File: src/rtl/serial_add_pkg.sv
package serial_add_pkg;

    typedef enum logic {
        SA_IDLE = 1'b0,
        SA_RUN  = 1'b1
    } sa_state_e;

    typedef struct packed {
        logic sum;
        logic carry;
    } fa_out_t;

    // one-bit full adder used by the serial datapath
    function automatic fa_out_t full_add(input logic a, input logic b, input logic ci);
        fa_out_t r;
        r.sum   = a ^ b ^ ci;
        r.carry = (a & b) | (ci & (a ^ b));
        return r;
    endfunction

    function automatic int unsigned cnt_bits(input int unsigned n);
        return (n > 1) ? $clog2(n) : 1;
    endfunction

endpackage

File: src/rtl/sa_operand_shifter.sv
module sa_operand_shifter #(
    parameter int unsigned WIDTH = 8
) (
    input  logic             clk,
    input  logic             rst,
    input  logic             load,
    input  logic             shift,
    input  logic [WIDTH-1:0] din,
    output logic             lsb_o
);
    logic [WIDTH-1:0] q;

    always_ff @(posedge clk) begin
        if (rst) begin
            q <= '0;
        end else if (load) begin
            q <= din;
        end else if (shift) begin
            q <= {1'b0, q[WIDTH-1:1]};
        end
    end

    assign lsb_o = q[0];
endmodule

File: src/rtl/sa_sum_shifter.sv
module sa_sum_shifter #(
    parameter int unsigned WIDTH = 8
) (
    input  logic             clk,
    input  logic             rst,
    input  logic             clear,
    input  logic             shift,
    input  logic             bit_in,
    output logic [WIDTH-1:0] q_o
);
    logic [WIDTH-1:0] q;

    always_ff @(posedge clk) begin
        if (rst || clear) begin
            q <= '0;
        end else if (shift) begin
            q <= {bit_in, q[WIDTH-1:1]};
        end
    end

    assign q_o = q;
endmodule

File: src/rtl/sa_seq_ctrl.sv
module sa_seq_ctrl
    import serial_add_pkg::*;
#(
    parameter int unsigned WIDTH = 8
) (
    input  logic clk,
    input  logic rst,
    input  logic load,
    output logic shift_o,
    output logic done_o
);
    localparam int unsigned CNT_W = cnt_bits(WIDTH);
    localparam logic [CNT_W-1:0] LAST = CNT_W'(WIDTH - 1);

    sa_state_e        state;
    logic [CNT_W-1:0] cnt;
    logic             done_q;

    always_ff @(posedge clk) begin
        if (rst) begin
            state  <= SA_IDLE;
            cnt    <= '0;
            done_q <= 1'b0;
        end else begin
            done_q <= 1'b0;
            if (load) begin
                state <= SA_RUN;
                cnt   <= '0;
            end else if (state == SA_RUN) begin
                cnt <= cnt + 1'b1;
                if (cnt == LAST) begin
                    state  <= SA_IDLE;
                    done_q <= 1'b1;
                end
            end
        end
    end

    assign shift_o = (state == SA_RUN) && !load;
    assign done_o  = done_q;
endmodule

File: src/rtl/serial_adder.sv
module serial_adder
    import serial_add_pkg::*;
#(
    parameter int unsigned WIDTH = 8
) (
    input  logic             clk,
    input  logic             rst,
    input  logic             load_i,
    input  logic [WIDTH-1:0] op_a_i,
    input  logic [WIDTH-1:0] op_b_i,
    output logic [WIDTH-1:0] sum_o,
    output logic             carry_o,
    output logic             done_o
);
    localparam int unsigned N_OPS = 2;

    logic [WIDTH-1:0] op_in [N_OPS];
    logic [N_OPS-1:0] op_bit;
    logic             shift;
    logic             carry_q;
    fa_out_t          fa;

    assign op_in[0] = op_a_i;
    assign op_in[1] = op_b_i;

    for (genvar g = 0; g < N_OPS; g++) begin : g_op
        sa_operand_shifter #(.WIDTH(WIDTH)) i_shr (
            .clk   (clk),
            .rst   (rst),
            .load  (load_i),
            .shift (shift),
            .din   (op_in[g]),
            .lsb_o (op_bit[g])
        );
    end

    sa_seq_ctrl #(.WIDTH(WIDTH)) i_ctrl (
        .clk     (clk),
        .rst     (rst),
        .load    (load_i),
        .shift_o (shift),
        .done_o  (done_o)
    );

    assign fa = full_add(op_bit[0], op_bit[1], carry_q);

    // carry flip-flop: cleared on load, updated on every shift clock
    always_ff @(posedge clk) begin
        if (rst || load_i) begin
            carry_q <= 1'b0;
        end else if (shift) begin
            carry_q <= fa.carry;
        end
    end

    sa_sum_shifter #(.WIDTH(WIDTH)) i_sum (
        .clk    (clk),
        .rst    (rst),
        .clear  (load_i),
        .shift  (shift),
        .bit_in (fa.sum),
        .q_o    (sum_o)
    );

    assign carry_o = carry_q;
endmodule

File: config.mk
export PLATFORM = sky130hd
export DESIGN_NAME = serial_adder
export DESIGN_NICKNAME = d
export VERILOG_FILES = /design/src/rtl/serial_add_pkg.sv /design/src/rtl/sa_operand_shifter.sv /design/src/rtl/sa_sum_shifter.sv /design/src/rtl/sa_seq_ctrl.sv /design/src/rtl/serial_adder.sv
export SDC_FILE = /design/constraint.sdc
export NUM_CORES = 1
export LEC_CHECK = 0
export CAP_MARGIN = 20
export CORE_UTILIZATION = 35
export DETAILED_ROUTE_END_ITERATION = 12
export PLACE_DENSITY = 0.59
export SLEW_MARGIN = 20
export SYNTH_ARGS = -nofsm -noshare
export SYNTH_HDL_FRONTEND = slang
export SYNTH_HIERARCHICAL = 1
export SYNTH_SLANG_ARGS = --single-unit
export TNS_END_PERCENT = 5
File: constraint.sdc
create_clock -name clk -period 1.12 [get_ports clk]
set_input_delay 0.168 -clock clk [delete_from_list [all_inputs] [get_ports clk]]
set_output_delay 0.168 -clock clk [all_outputs]
set_load 0.01 [all_outputs]
==> out/results.ini <==
[floorplan]
dieHeight_um=62.95
start_util_pct=37.77
ios=29
core.rowCount=21
die_area_sq_um=3962
die_x_um=62.95
coreArea_sq_um=3442

[detailed_routing]
totalWireLength_um=2451
viasPerCell=4.811
wl_per_cell_um=11.90
drc=0
drt_iter0_drc=17
vias=991
first_pass_iters=3
postRouteAntennaNets=0

[timing]
period_share_pct=106.0
finalSetupViolations=13
worstMarginPinSlew_ns=0.2684
hold_ws_ns=0.4450
finalHoldViolations=0
max_slew_margin_pct=82.11
clock.fmax_mhz=842.4
fin_skew_ns=0.002322
rsz0062_at_grt=true
period_minus_slack_ns=1.187
drv_slew=0
worst_slack_ns=-0.06708

[placement]
portBuffers=28
hpwl_um=1779
place_area_sq_um=1643
place_congestion=0.7142

[finish]
final_common_cell=dfxtp_1
final_core_util_pct=51.58
nNetsFinal=181
diodes=0
final_area_sq_um=1775
drive_gt1_share_pct=16.25
areaGrowthSynthToFinish_pct=36.57
final_cell_mix=dfxtp_1, mux2i_1, clkdlybuf4s50_1

[status]
outcome=finished with violations
violations=setup timing

[synthesis]
yosysWarnings=6
synth-simple-area-share_pct=15.59
synthCells=119
synthXorXnorAreaFrac_pct=0.6737
yosysTopAreaCellShare_pct=46.20
avgSynthCellArea_sq_um=10.92
synthMuxAreaShare_pct=19.25
ys_top_cells_by_area=dfxtp_1, mux2i_1, a211oi_1
synthAdderAreaFrac_pct=3.465
yosys_register_bits=30
syn-cell-area_sq_um=1300
ys_seq_area_share_pct=46.20
synth-compound-area-share_pct=9.240
synth_top_family_by_area=multiplexers
synth_top_area_cell=dfxtp_1
synth_nets=141
yosys.cell_types.count=21

[power]
switching_share_pct=22.60
powerDensity_nw_per_um2=1292
p_switching_w=0.0005183
irDropWorstVdd_mv=0.5508
power.leakage_nw=0.7050
power.total_w=0.002294
p_comb_share_pct=12.3
clkPwrFrac_pct=37.9
seqPwrFrac_pct=49.8
internal_power_w=0.001775

[setup_path]
reg2regPathDepth=5
crit_required_ns=1.28
path_class=flip-flop to flip-flop
worstReg2RegEnd=i_sum/q_o[4]
reg2reg_setup_slack_ns=-0.07
start_kind=flip-flop
cpMaxStageDelayCell=dfxtp_2
crit_family=flip-flops
slowest_delay_ns=0.33
r2r-start=i_ctrl/state
worst-path-buf-inv=2
cp-end-kind=flip-flop
path_max_fanout=16
worstPathArrival_ns=1.35
crit_chain=nor2b_4 -> buf_12 -> buf_4 -> mux2i_1 -> nor2_1

[grt]
antenna_found_initial=0
track_usage_pct=13.89
grt_max_degree=22
overflow=0
grt_pass1_wl_um=4202
grt_pass1_vias=962

[cts]
clk_latency_ns=0.27
clk_pin_slew_ns=0.06
numClockSinks=30
cts_tree=built
htree_levels=2
clockRootBuffer=clkbuf_8
cts_buffers=5
cts_hold_buf=0
clk_path_buf_depth=2

[hold_path]
holdPathStages=3
hp-start=op_b_i[7]
hold_path_class=primary input to flip-flop
min_to=g_op[1].i_shr/q[7]

[job]
maxCapViolCount=0

[through the flow]
step                setup WS [ns]  instances  TNS (ns)
global placement          -0.3435        194    -8.847
global route              -0.1187        206    -1.718
floorplan                -0.01586        119  -0.03172
finish                   -0.06708        206   -0.4052
CTS                      -0.04015        202   -0.2268
detailed placement        -0.4090        194    -10.23
[per-layer routing]
layer | global-route usage (%) | wire, um
met1 | 15.37 | 1094
met2 | 23.12 | 1228
met3 | 4.015 | 82
met4 | 8.721 | 46
met5 | 0 | 0
[synthesized netlist by cell type, drive strengths merged]
library cell    n
and3b           1
clkdlybuf4s18   2
a211oi         14
xnor2           1
or3b            2
ha              2
dfxtp          30
a21oi           3
mux2i          25
nor2            8
buf             4
nor2b          15
nand2           2
nand2b          1
inv             3
or2             1
nor3            4
fa              1
[cell families (layout without fill, tap and decap cells)]
kind of cell | Yosys count | after routing
flip-flops | 30 | 30
adder cells (fa/ha/maj) | 3 | 3
buffers and inverters | 9 | 50
AO/OA/AOI/OAI | 17 | 17
multiplexers | 25 | 25
XOR/XNOR | 1 | 1
AND/OR/NAND/NOR | 34 | 34
[worst max-delay path by stage]
stage	from	to	slack [ns]	depth (start not counted)
after floorplan	i_ctrl/state	g_op[0].i_shr/q[7]	-0.02	4
after global placement	load_i	g_op[1].i_shr/q[7]	-0.34	4
after detailed placement	load_i	g_op[0].i_shr/q[5]	-0.41	5
after CTS	i_ctrl/state	g_op[1].i_shr/q[0]	-0.04	4
after global routing	i_ctrl/state	i_sum/q_o[3]	-0.12	5
final	i_ctrl/state	i_sum/q_o[4]	-0.07	5
[power groups by stage]
| stage | Clock (W) | Combinational, W | Sequential [W] |
|---|---|---|---|
| finish | 0.000869 | 0.000282 | 0.00114 |
| global route | 0.000959 | 0.000310 | 0.00115 |
| CTS | 0.000903 | 0.000267 | 0.00114 |
| detailed placement | 0 | 0.000266 | 0.00116 |
| global placement | 0 | 0.000259 | 0.00116 |
| floorplan | 0 | 0.000155 | 0.00116 |
[sequential cells by signal, summed over array words and instances, names as in the netlist]
register and cells:
i_ctrl/done_o 1, carry_o 1, i_sum/q_o 8, i_ctrl/state 1
i_ctrl/cnt 3, g_op.i_shr/q 16
[repair_timing]
action	in CTS	in global routing
setup buffers	0	4
endpoints found under the setup margin	35	27
gates resized for setup	13	7
pin swaps	7	7
[final cells by class]
type	count	area [sq um]
fill	336	1667
multi-input combinational	80	641.9
sequential	30	604.3
timing repair buffer	39	369.1
clock buffer	7	86.33
tap	46	57.56
inverter	3	11.26
clock inverter	1	5.005
[tightest hold or removal path, stage by stage]
cell,delay (ns)
clkdlybuf4s50_1,0.39
nand2_1,0.06
a21oi_1,0.05
Note: power is estimated with default switching activity, not from simulation.
